--- src/rtl/sdram_init_refresh.sv ---
module sdram_init_refresh #(
  parameter int CLK_NS      = 20,
  parameter int POWERUP_NS  = 200000,
  parameter int WINDOW_NS   = 32000000,
  parameter int ROWS        = 2048,
  parameter int TRP_NS      = 20,
  parameter int TRC_NS      = 70,
  parameter int INIT_REFS   = 2,
  parameter int MODE_GUARD  = 2,
  parameter int ADDR_W      = 11
) (
  input  logic              clk,
  input  logic              rst_n,
  input  logic [ADDR_W-1:0] mode_word,
  input  logic              mode_bank,
  input  logic              client_idle,
  output logic              sd_cke,
  output logic              sd_cs_n,
  output logic              sd_ras_n,
  output logic              sd_cas_n,
  output logic              sd_we_n,
  output logic [ADDR_W-1:0] sd_addr,
  output logic              sd_bank,
  output logic              sd_dqm,
  output logic              init_done,
  output logic              refresh_busy
);
  localparam int WAIT_CYC = (POWERUP_NS + CLK_NS - 1) / CLK_NS;
  localparam int TRP_CYC  = (TRP_NS + CLK_NS - 1) / CLK_NS;
  localparam int TRC_CYC  = (TRC_NS + CLK_NS - 1) / CLK_NS;
  localparam int REF_CYC  = (WINDOW_NS / ROWS) / CLK_NS;
  localparam int M1 = (WAIT_CYC > TRC_CYC) ? WAIT_CYC : TRC_CYC;
  localparam int M2 = (M1 > TRP_CYC) ? M1 : TRP_CYC;
  localparam int MAXD = (M2 > MODE_GUARD) ? M2 : MODE_GUARD;
  localparam int CW  = $clog2(MAXD + 1);
  localparam int RW  = $clog2(REF_CYC + 1);
  localparam int NW  = $clog2(INIT_REFS + 1);
  localparam int AP_BIT = 10;
  localparam logic [ADDR_W-1:0] AP_MASK = ADDR_W'(1) << AP_BIT;

  typedef enum logic [2:0] {PWR, I_PALL, I_AREF, I_MRS, IDLE, R_PALL, R_AREF} st_t;

  st_t st;
  logic [CW-1:0] cnt;
  logic [RW-1:0] tmr;
  logic [NW-1:0] nref;
  logic fresh, pend, done_r;

  always_ff @(posedge clk or negedge rst_n) begin
    if (!rst_n) begin
      st <= PWR; cnt <= CW'(WAIT_CYC - 1); tmr <= RW'(REF_CYC - 1);
      nref <= '0; fresh <= 1'b0; pend <= 1'b0; done_r <= 1'b0;
    end else begin
      fresh <= 1'b0;
      if (st != IDLE && cnt != 0) cnt <= cnt - 1'b1;
      else case (st)
        PWR:    begin st <= I_PALL; cnt <= CW'(TRP_CYC - 1); fresh <= 1'b1; end
        I_PALL: begin st <= I_AREF; cnt <= CW'(TRC_CYC - 1); fresh <= 1'b1; nref <= '0; end
        I_AREF: begin
          fresh <= 1'b1;
          if (nref == NW'(INIT_REFS - 1)) begin st <= I_MRS; cnt <= CW'(MODE_GUARD - 1); end
          else begin nref <= nref + 1'b1; cnt <= CW'(TRC_CYC - 1); end
        end
        I_MRS:  begin st <= IDLE; done_r <= 1'b1; end
        IDLE:   if (pend && client_idle) begin
                  st <= R_PALL; cnt <= CW'(TRP_CYC - 1); fresh <= 1'b1; pend <= 1'b0;
                end
        R_PALL: begin st <= R_AREF; cnt <= CW'(TRC_CYC - 1); fresh <= 1'b1; end
        R_AREF: st <= IDLE;
        default: st <= IDLE;
      endcase
      if (done_r) begin
        if (tmr == 0) begin tmr <= RW'(REF_CYC - 1); pend <= 1'b1; end
        else tmr <= tmr - 1'b1;
      end
    end
  end

  wire is_pall = fresh && (st == I_PALL || st == R_PALL);
  wire is_ref  = fresh && (st == I_AREF || st == R_AREF);
  wire is_mrs  = fresh && (st == I_MRS);

  assign sd_cke       = 1'b1;
  assign sd_cs_n      = !(is_pall || is_ref || is_mrs);
  assign sd_ras_n     = !(is_pall || is_ref || is_mrs);
  assign sd_cas_n     = !(is_ref || is_mrs);
  assign sd_we_n      = !(is_pall || is_mrs);
  assign sd_addr      = is_mrs ? mode_word : (is_pall ? AP_MASK : '0);
  assign sd_bank      = is_mrs && mode_bank;
  assign sd_dqm       = !done_r;
  assign init_done    = done_r;
  assign refresh_busy = pend || st == R_PALL || st == R_AREF;

  p_nop_pins_r9: assert property (@(posedge clk) disable iff (!rst_n)
    sd_cs_n |-> (sd_ras_n && sd_cas_n && sd_we_n));
  p_pall_ap_r2: assert property (@(posedge clk) disable iff (!rst_n)
    (!sd_cs_n && !sd_ras_n && sd_cas_n && !sd_we_n) |-> sd_addr[AP_BIT]);
  p_mode_before_done_r4: assert property (@(posedge clk) disable iff (!rst_n)
    (!sd_cs_n && !sd_ras_n && !sd_cas_n && !sd_we_n) |-> !init_done);
  p_done_sticky_r5: assert property (@(posedge clk) disable iff (!rst_n)
    init_done |=> init_done);
  p_dqm_masked_r5: assert property (@(posedge clk) disable iff (!rst_n)
    !init_done |-> sd_dqm);
  p_cmd_in_refresh_r8: assert property (@(posedge clk) disable iff (!rst_n)
    (init_done && !sd_cs_n) |-> refresh_busy);
  p_hold_off_r7: assert property (@(posedge clk) disable iff (!rst_n)
    (st == IDLE && refresh_busy && !client_idle) |=> (sd_cs_n && refresh_busy));
endmodule

--- config.mk ---
export PLATFORM = sky130hd
export DESIGN_NAME = sdram_init_refresh
export DESIGN_NICKNAME = d
export VERILOG_FILES = /design/src/rtl/sdram_init_refresh.sv
export SDC_FILE = /design/constraint.sdc
export NUM_CORES = 1
export LEC_CHECK = 0
export BUFFER_PORTS_ARGS = -buffer_cell sky130_fd_sc_hd__buf_2
export CAP_MARGIN = 40
export CORE_ASPECT_RATIO = 1.75
export CORE_MARGIN = 10
export CORE_UTILIZATION = 50
export CTS_CLUSTER_SIZE = 12
export DETAILED_ROUTE_END_ITERATION = 10
export PLACE_DENSITY = 0.73
export SETUP_SLACK_MARGIN = 0.3
export SLEW_MARGIN = 0
export SYNTH_ARGS = -nofsm -noshare
export SYNTH_HDL_FRONTEND = slang
export SYNTH_SLANG_ARGS = --single-unit
--- constraint.sdc ---
create_clock -name clk -period 5.2 [get_ports clk]
set_input_delay 0.78 -clock clk [delete_from_list [all_inputs] [get_ports clk]]
set_output_delay 0.78 -clock clk [all_outputs]
set_load 0.01 [all_outputs]
==> results.sh, run 1 <==
export IMPL_core_area_um2=3660
export IMPL_hold_slack_ps=503
export IMPL_status="finished clean"
export IMPL_layout_common_cells="33 x buf_2, 27 x nor2_1, 20 x dfrtp_1"
export IMPL_max_freq_ghz=0.366
export IMPL_placed_area_um2=2090
export IMPL_start_util_pct=52.8
export IMPL_min_period_ps=2730
export IMPL_cts_root_buf="clkbuf_8"
export IMPL_async_flop_share_pct=100
export IMPL_routed_wl_um=4220
export IMPL_clk_latency_ps=290
export IMPL_cts_hold_buf=0
export IMPL_die_w_um=67.0
export IMPL_cp_cell_sequence="nand2b_1 -> nor2_1 -> and2_1 -> buf_2"
export IMPL_setup_violations_final=0
export IMPL_cp_max_fo=17
export IMPL_cts_tree="done"
export IMPL_die_y_um=102
export IMPL_crit_start="st[1]$_DFFE_PN0P_"
export IMPL_cp_arrival_ps=1950
export IMPL_cts_resized=0
export IMPL_dp_hpwl_um=3110
export IMPL_netlist_instances=210
export IMPL_worstSetupPathType="flip-flop to output port"
export IMPL_period_share_pct=52.5
export IMPL_setup_tns_ps=0
export IMPL_cts_buffers=5
export IMPL_start_kind="flip-flop"
export IMPL_stdcell_area_um2=2190
export IMPL_drtAntennaViolNets=0
export IMPL_skew_ps=8.76
export IMPL_diodes=0
export IMPL_reg2reg_from="cnt[0]$_DFFE_PN1P_"
export IMPL_area_growth_syn_to_layout_pct=13.1
export IMPL_power_density_nw_per_um2=466
export IMPL_leakagePower_uw=0.000955
export IMPL_synth_seq_cells=32
export IMPL_hold_class="flip-flop to flip-flop"
export IMPL_yosysWarnings=0
export IMPL_synth_edf_count=0
export IMPL_drive_gt1_share_pct=25.8
export IMPL_io_pins=35
export IMPL_peakVddDrop_uv=349
export IMPL_final_setup_worst_slack_ps=2470
export IMPL_grt_pass1_wl_um=7250
export IMPL_worst_r2r_cell_count=7
export IMPL_synth_cell_types=49
export IMPL_crit_path_end_kind="output port"
export IMPL_hold_viol=0
export IMPL_r2r_slack_ps=2830
export IMPL_die_area_um2=6860
export IMPL_grt_max_degree=33
export IMPL_drc=0
export IMPL_rsz0062_at_grt="false"
export IMPL_grt_antenna_before_repair=0
export IMPL_cts_sinks=32
export IMPL_post_cts_setup_buffer_count=0
export IMPL_firstDrtPassIters=4
export IMPL_gp_congestion=0.832
export IMPL_tightest_slew_ps=855
export IMPL_wl_per_cell_um=14.8
export IMPL_drv_slew=0
export IMPL_vias=1568
export IMPL_cpMaxStageDelayCell="dfrtp_1"
export IMPL_ys_flop_type="dfrtp_1"
export IMPL_track_usage_pct=13.4
export IMPL_ys_seq_area_share_pct=42.1
export IMPL_post_place_ws_ps=2790
export IMPL_clk_pin_slew_ps=70
export IMPL_first_global_vias=1567
export IMPL_syn_cell_area_um2=1940
export IMPL_rr_endpoint="nref[1]$_DFFE_PN0P_"
export IMPL_drv_cap=0
export IMPL_critPathMaxStageDelay_ps=670
export IMPL_viasPerCell=5.48
export IMPL_io_buffers=33
export IMPL_drt_iter0_drc=40
export IMPL_relSlewSlack_pct=42.8
export IMPL_required_ps=4420
export IMPL_layout_commonest_cell="buf_2"
export IMPL_grt_overflow=0
export IMPL_htreeDepth=2
export IMPL_crit_path_end="sd_addr[3]"
export IMPL_syn_area_per_cell_um2=9.22
export IMPL_syn_nets=228
export IMPL_clockBufferDepth=2
export IMPL_rows=29
export IMPL_nets=257
[power breakdown]
group | internal [uW] | total, uW | switching [uW]
combinational | 169 | 396 | 227
sequential | 324 | 412 | 88.0
clock | 121 | 212 | 91.4
[cell usage after synthesis, drive strengths merged (2+ instances only)]
cell     n  share of area, %
and2    11               3.6
a211oi   7               3.0
nand3b   2              0.78
nand3    6               1.6
nand2   19               3.8
a21oi   11               3.6
clkbuf   5              0.97
buf      6               2.6
dfstp   12                16
a21o     5               1.9
nand4b   2              0.91
nand2b   2              0.65
o31ai    2              0.78
nand4    3              0.97
inv      8               1.6
xnor2    9               4.1
o21ai    9               2.3
dfrtp   20                26
nor3     7               1.8
nor2b    2              0.65
mux2i    3               1.6
nor2    29               5.9
and3     2              0.65
xor2     6               2.7
or3      3              0.97
ha       3               1.9
[stage by stage]
step / utilization, % / instances / total power, uW
CTS: 59.7 / 286 / 1030
global route: 59.7 / 286 / 1090
global placement: 57.0 / 278 / 804
detailed placement: 57.0 / 278 / 808
floorplan: - / 210 / 727
finish: 59.7 / 286 / 1020
[kinds of logic after synthesis]
family | after synthesis | share of synthesized area [%]
adder cells (fa/ha/maj) | 3 | 1.94
buffers and inverters | 19 | 5.11
multiplexers | 3 | 1.55
XOR/XNOR | 15 | 6.79
AND/OR/NAND/NOR | 94 | 25.7
flip-flops | 32 | 42.1
other | 1 | 0.194
AO/OA/AOI/OAI | 43 | 16.5
[critical path, delay by kind of cell, from the launching register on]
kind,cells,cell delay (ps)
and+or+nand+nor,3,860
buffers and inverters,1,130
DFF,1,670
[worst min path at each step]
stage                     depth (start not counted)                  end           startpoint  slack [ps]
after detailed placement                          2  nref[1]$_DFFE_PN0P_  nref[1]$_DFFE_PN0P_         490
after CTS                                         1  nref[0]$_DFFE_PN0P_  nref[0]$_DFFE_PN0P_         500
after global placement                            2  nref[1]$_DFFE_PN0P_  nref[1]$_DFFE_PN0P_         470
after floorplan                                   2  nref[1]$_DFFE_PN0P_  nref[1]$_DFFE_PN0P_         450
after global routing                              2   cnt[1]$_DFFE_PN1P_   cnt[1]$_DFFE_PN1P_         530
final                                             2  nref[1]$_DFFE_PN0P_  nref[1]$_DFFE_PN0P_         500
[layout make-up]
cell class / count / area (um^2)
tap: 46 / 57.6
fill: 343 / 1480
sequential: 32 / 816
timing repair buffer: 33 / 165
multi-input combinational: 159 / 1020
inverter: 8 / 30.0
clock buffer: 8 / 100
[state kept, by name, summed over array words and instances (netlist names)]
register and count:
st 3, nref 2, fresh 1, cnt 14, init_done 1, tmr 10, pend 1
[routing by layer]
metal | wire (um) | vias up | GRT usage (%)
met2 | 2290 | 15 | 23.9
met3 | 126 | 8 | 3.61
li1 | - | 787 | -
met5 | 0 | - | 0
met4 | 67 | 0 | 5.56
met1 | 1740 | 758 | 14.4
(Power assumes the default switching activity.)
==> run 2, diff against run 1 <==
--- a/config.mk
+++ b/config.mk
@@ -5,6 +5,7 @@
 export SDC_FILE = /design/constraint.sdc
 export NUM_CORES = 1
 export LEC_CHECK = 0
+export ABC_AREA = 1
 export BUFFER_PORTS_ARGS = -buffer_cell sky130_fd_sc_hd__buf_2
 export CAP_MARGIN = 40
 export CORE_ASPECT_RATIO = 1.75
@@ -12,7 +13,7 @@
 export CORE_UTILIZATION = 50
 export CTS_CLUSTER_SIZE = 12
 export DETAILED_ROUTE_END_ITERATION = 10
-export PLACE_DENSITY = 0.73
+export PLACE_DENSITY = 0.75
 export SETUP_SLACK_MARGIN = 0.3
 export SLEW_MARGIN = 0
 export SYNTH_ARGS = -nofsm -noshare
==> constraint.sdc (replaced) <==
create_clock -name clk -period 2.3 [get_ports clk]
set_input_delay 0.345 -clock clk [delete_from_list [all_inputs] [get_ports clk]]
set_output_delay 0.345 -clock clk [all_outputs]
set_load 0.01 [all_outputs]
==> results.sh, run 2 <==
export IMPL_cp_cell_sequence="nand2_1 -> nor2_1 -> inv_2 -> nor2_4 -> inv_2 -> nor2_1 -> buf_2"
export IMPL_synth_top_area_cell="dfrtp_1"
export IMPL_setup_violations_final=0
export IMPL_cts_resized=0
export IMPL_final_setup_worst_slack_ps=490
export IMPL_hold_class="primary input to asynchronous set/reset pin"
export IMPL_drv_slew=0
export IMPL_diodes=0
export IMPL_rows=31
export IMPL_p_switching_uw=1110
export IMPL_die_area_um2=7350
export IMPL_syn_cell_area_um2=2120
export IMPL_clk_latency_ps=290
export IMPL_multi_input_area_um2=1060
export IMPL_rsz0062_at_grt="false"
export IMPL_cp_arrival_ps=1470
export IMPL_die_y_um=106
export IMPL_p_comb_share_pct=45.3
export IMPL_core_area_um2=4110
export IMPL_clk_pin_slew_ps=70
export IMPL_nets=338
export IMPL_drtAntennaViolNets=0
export IMPL_critPathMaxStageDelay_ps=420
export IMPL_max_freq_ghz=0.552
export IMPL_cts_root_buf="clkbuf_8"
export IMPL_largest_reg_flops=14
export IMPL_min_period_ps=1810
export IMPL_netlist_instances=286
export IMPL_layout_common_cells="70 x nand2_1, 45 x nor2_1, 40 x inv_1"
export IMPL_area_sequential_um2=818
export IMPL_drc=0
export IMPL_worstSetupPathType="flip-flop to output port"
export IMPL_leakagePower_uw=0.00132
export IMPL_tightest_slew_ps=706
export IMPL_regMostFlops="cnt"
export IMPL_period_share_pct=78.7
export IMPL_area_growth_syn_to_layout_pct=12.2
export IMPL_yosys_top_cells_count="70 x nand2_1, 45 x nor2_1, 40 x inv_1"
export IMPL_grt_pass1_wl_um=7760
export IMPL_viasPerCell=4.86
export IMPL_drv_cap=0
export IMPL_ys_flop_type="dfrtp_1"
export IMPL_n_fill_cell=388
export IMPL_grt_antenna_before_repair=0
export IMPL_firstDrtPassIters=4
export IMPL_yosysMostFrequentCell="nand2_1"
export IMPL_swShare_pct=44.0
export IMPL_vias=1795
export IMPL_status="finished clean"
export IMPL_ys_seq_area_share_pct=38.4
export IMPL_yosysWarnings=0
export IMPL_dr_wl_met3_um=200
export IMPL_wl_per_cell_um=12.2
export IMPL_met2_wirelength_um=2290
export IMPL_first_global_vias=1759
export IMPL_track_usage_pct=12.6
export IMPL_drt_iter0_drc=134
export IMPL_htreeDepth=2
export IMPL_wl_met1_um=1810
export IMPL_crit_path_end_kind="output port"
export IMPL_skew_ps=9.05
export IMPL_cts_hold_buf=0
export IMPL_grt_overflow=0
export IMPL_relSlewSlack_pct=53.0
export IMPL_setup_tns_ps=0
export IMPL_routed_wl_um=4490
export IMPL_grt_max_degree=33
export IMPL_gp_congestion=0.836
export IMPL_p_clk_share_pct=19.0
export IMPL_io_pins=35
export IMPL_fin_util_pct=57.9
export IMPL_top_layer_used="met4"
export IMPL_hold_viol=0
export IMPL_drive_gt1_share_pct=29.1
export IMPL_post_place_ws_ps=695
export IMPL_netlist_area_leader_share_pct=23.6
export IMPL_clockBufferDepth=2
export IMPL_cts_tree="done"
export IMPL_async_flop_share_pct=100
export IMPL_synth_edf_count=0
export IMPL_cp_max_fo=12
export IMPL_syn_nets=304
export IMPL_synth_area_leaders="dfrtp_1 24%, dfstp_2 15%, nand2_1 12%, nor2_1 8.0%, inv_1 7.1%"
export IMPL_dp_hpwl_um=3520
export IMPL_cts_buffers=5
export IMPL_largestRegisters="cnt x14, tmr x10, st x3"
export IMPL_cpMaxStageDelayCell="dfrtp_2"
export IMPL_p_int_uw=1410
export IMPL_synth_seq_cells=32
export IMPL_synth_cell_types=30
export IMPL_syn_area_per_cell_um2=7.42
export IMPL_power_density_nw_per_um2=1060
export IMPL_seqPwrFrac_pct=35.6
export IMPL_layout_commonest_cell="nand2_1"
export IMPL_peakVddDrop_uv=788
export IMPL_io_buffers=33
export IMPL_die_w_um=69.2
export IMPL_cts_sinks=32
export IMPL_start_kind="flip-flop"
export IMPL_post_cts_setup_buffer_count=0
export IMPL_hold_slack_ps=101
export IMPL_required_ps=1960
export IMPL_start_util_pct=51.6
## run 2: cell count changes after synthesis, sizes merged, moves of 4 or more
cell / change
nor2: +25
a211oi: -7
a21o: -5
nand2: +68
a21oi: -9
nand3: +16
nor3: -7
and2: -11
inv: +39
nand4: +4
xnor2: -4
clkbuf: -5
## run 2: path summary, 6_finish.rpt
check,depth (start not counted),endpoint,slack (ps),from
setup / recovery,7,sd_addr[1],490,st[1]$_DFFE_PN0P_
hold / removal,1,tmr[5]$_DFFE_PN0P_,100,rst_n
setup reg to reg,9,cnt[9]$_DFFE_PN1P_,700,cnt[0]$_DFFE_PN1P_
hold reg to reg,2,nref[1]$_DFFE_PN0P_,470,nref[1]$_DFFE_PN0P_
max in group asynchronous,1,st[0]$_DFFE_PN0P_,1690,rst_n
min in group clk,4,pend$_DFF_PN0_,320,client_idle
## run 2: layer usage
layer  track usage (%)  vias to the layer above
li1                  -                      932
met1              12.5                      799
met2              22.5                       47
met3              3.17                       17
met4              8.38                        0
met5                 0                        -
## run 2: metrics by stage
step | power (uW) | instances | area, um^2
after global placement | 2020 | 362 | 2280
after detailed placement | 2050 | 362 | 2280
after CTS | 2540 | 369 | 2380
after global routing | 2720 | 369 | 2380
after floorplan | 1890 | 286 | 2120
final | 2520 | 369 | 2380
## run 2: cell families after synthesis
group                    synth area share (%)
XOR/XNOR                                 5.37
AND/OR/NAND/NOR                          38.9
flip-flops                               38.4
other                                   0.177
buffers and inverters                    11.4
adder cells (fa/ha/maj)                  1.77
AO/OA/AOI/OAI                            3.89
## run 2: final cells by class
| cell class | instances | share of cell area (%) |
|---|---|---|
| clock buffers | 7 | 4.05 |
| inverters | 47 | 7.41 |
| multi-input cells | 201 | 44.7 |
| flip-flops and latches | 32 | 34.4 |
| well taps | 49 | 2.57 |
| repair buffers | 33 | 6.94 |
## run 2: power by group through the flow
stage	Combinational, uW	Clock, uW	Sequential (uW)
after CTS	1160	490	892
after detailed placement	1150	0	897
final	1140	479	897
after global routing	1300	506	914
after global placement	1130	0	897
after floorplan	1020	0	866
## run 2: critical path: cells and delay by family, from the launching register on
family        cells  cell delay (ps)
simple gates      4              450
flops             1              420
buf+inv           3              310
==> run 3, diff against run 2 <==
--- a/config.mk
+++ b/config.mk
@@ -13,7 +13,7 @@
 export CORE_UTILIZATION = 50
 export CTS_CLUSTER_SIZE = 12
 export DETAILED_ROUTE_END_ITERATION = 10
-export PLACE_DENSITY = 0.75
+export PLACE_DENSITY = 0.72
 export SETUP_SLACK_MARGIN = 0.3
 export SLEW_MARGIN = 0
 export SYNTH_ARGS = -nofsm -noshare
==> constraint.sdc (replaced) <==
create_clock -name clk -period 1.7 [get_ports clk]
set_input_delay 0.255 -clock clk [delete_from_list [all_inputs] [get_ports clk]]
set_output_delay 0.255 -clock clk [all_outputs]
set_load 0.01 [all_outputs]
==> results.sh, run 3 (same netlist as run 2, synthesis figures left out) <==
export IMPL_status="finished clean"
export IMPL_cp_max_fo=3
export IMPL_cp_arrival_ps=1360
export IMPL_cpMaxStageDelayCell="dfrtp_2"
export IMPL_firstDrtPassIters=5
export IMPL_hold_class="primary input to flip-flop"
export IMPL_gp_congestion=0.844
export IMPL_grt_max_degree=20
export IMPL_viasPerCell=4.97
export IMPL_start_util_pct=51.6
export IMPL_io_buffers=33
export IMPL_cpMostUsedCell="inv_2"
export IMPL_cts_sinks=32
export IMPL_p_clk_share_pct=15.8
export IMPL_p_int_uw=2550
export IMPL_largest_reg_flops=14
export IMPL_clk_pin_slew_ps=70
export IMPL_layout_common_cells="63 x nand2_1, 37 x nor2_1, 36 x inv_1"
export IMPL_cts_buffers=5
export IMPL_p_comb_share_pct=57.7
export IMPL_grt_antenna_before_repair=0
export IMPL_clockBufferDepth=2
export IMPL_drv_cap=0
export IMPL_area_growth_syn_to_layout_pct=36.9
export IMPL_seqPwrFrac_pct=26.5
export IMPL_skew_ps=10.2
export IMPL_first_global_vias=1967
export IMPL_cp_cell_sequence="nand2_2 -> nor2_2 -> inv_2 -> nor2_4 -> a31oi_4 -> nand2_1 -> inv_2 -> buf_6"
export IMPL_regMostFlops="cnt"
export IMPL_leakagePower_uw=0.00153
export IMPL_start_kind="flip-flop"
export IMPL_die_area_um2=7350
export IMPL_max_freq_ghz=0.620
export IMPL_htreeDepth=2
export IMPL_vias=2009
export IMPL_wl_per_cell_um=13.7
export IMPL_layout_commonest_cell="nand2_1"
export IMPL_track_usage_pct=13.6
export IMPL_crit_path_end_kind="output port"
export IMPL_period_share_pct=94.9
export IMPL_rows=31
export IMPL_hold_slack_ps=255
export IMPL_clk_latency_ps=280
export IMPL_min_period_ps=1610
export IMPL_die_w_um=69.2
export IMPL_drtAntennaViolNets=0
export IMPL_setup_tns_ps=0
export IMPL_diodes=0
export IMPL_die_y_um=106
export IMPL_worstSetupPathType="flip-flop to output port"
export IMPL_top_layer_used="met4"
export IMPL_critPathMaxStageDelay_ps=410
export IMPL_dp_hpwl_um=3460
export IMPL_largestRegisters="cnt x14, tmr x10, st x3"
export IMPL_cts_root_buf="clkbuf_8"
export IMPL_setup_violations_final=0
export IMPL_drv_slew=0
export IMPL_final_setup_worst_slack_ps=87.2
export IMPL_drc=0
export IMPL_hold_viol=0
export IMPL_power_density_nw_per_um2=1570
export IMPL_drt_iter0_drc=80
export IMPL_cts_tree="done"
export IMPL_grt_pass1_wl_um=8540
export IMPL_nets=372
export IMPL_p_switching_uw=2000
export IMPL_swShare_pct=44.0
export IMPL_rsz0062_at_grt="true"
export IMPL_peakVddDrop_uv=1120
export IMPL_grt_overflow=0
export IMPL_io_pins=35
export IMPL_required_ps=1440
export IMPL_routed_wl_um=5550
export IMPL_dr_wl_met3_um=300
export IMPL_met2_wirelength_um=3040
export IMPL_wl_met1_um=2040
export IMPL_core_area_um2=4110
export IMPL_drive_gt1_share_pct=43.9
export IMPL_post_place_ws_ps=192
## run 3: cell count changes in the layout (fill, tap and decap cells not counted), sizes merged
cell / previous run / this run
buf: 33 / 63
bufinv: 0 / 1
clkbuf: 7 / 6
clkinv: 0 / 2
dlygate4sd3: 0 / 1
inv: 47 / 46
nand2: 87 / 90
## run 3: stage by stage
| step | instances | total power [uW] | utilization [%] | cell area [um^2] |
|---|---|---|---|---|
| after global placement | 365 | 2800 | 56.8 | 2330 |
| final | 404 | 4560 | 70.6 | 2900 |
| after floorplan | 286 | 2610 | - | 2150 |
| after detailed placement | 365 | 2840 | 56.8 | 2330 |
| after CTS | 395 | 4100 | 66.4 | 2730 |
| after global routing | 404 | 4840 | 70.6 | 2900 |
## run 3: worst max-delay path: cells and delay by family, from the launching register on
kind,cells,cell delay [ps]
buf+inv,3,250
flops,1,410
simple gates,4,270
compound gates,1,160
## run 3: timing repair
action / CTS / global route
setup buffers: 18 / 9
cloned: 3 / 0
pin swaps: 7 / 17
resized for setup: 25 / 34
hold endpoints to repair: 11 / 0
endpoints found under the setup margin: 40 / 47
hold buffers: 1 / 0
## run 3: worst paths after layout
| kind | from | endpoint | slack (ps) | cells past startpoint |
|---|---|---|---|---|
| setup reg to reg | cnt[10]$_DFFE_PN1P_ | cnt[3]$_DFFE_PN1P_ | 250 | 7 |
| min in group asynchronous | rst_n | tmr[0]$_DFFE_PN0P_ | 450 | 2 |
| setup / recovery | st[0]$_DFFE_PN0P_ | sd_ras_n | 90 | 8 |
| hold / removal | client_idle | pend$_DFF_PN0_ | 260 | 4 |
| max in group asynchronous | rst_n | cnt[3]$_DFFE_PN1P_ | 670 | 3 |
| hold reg to reg | nref[1]$_DFFE_PN0P_ | nref[1]$_DFFE_PN0P_ | 470 | 2 |
## run 3: layout make-up
class / count / area (um^2)
multi-input cells: 204 / 1280
well taps: 49 / 61.3
repair buffers: 64 / 433
clock inverters: 2 / 35.0
clock buffers: 6 / 72.6
flip-flops and latches: 32 / 821
inverters: 47 / 201
fillers: 324 / 1210
## run 3: layer usage
metal,GRT usage (%),up-vias
met5,0,-
met1,13.9,923
met4,5.78,0
met2,25.4,63
met3,3.17,15
li1,-,1008
## run 3: power by group through the flow
stage	Clock (uW)	Sequential (uW)	Combinational (uW)
2_1_floorplan	0	1190	1420
3_3_place_gp	0	1230	1580
3_5_place_dp	0	1230	1600
4_1_cts	738	1180	2180
5_1_grt	761	1220	2860
6_report	721	1210	2630
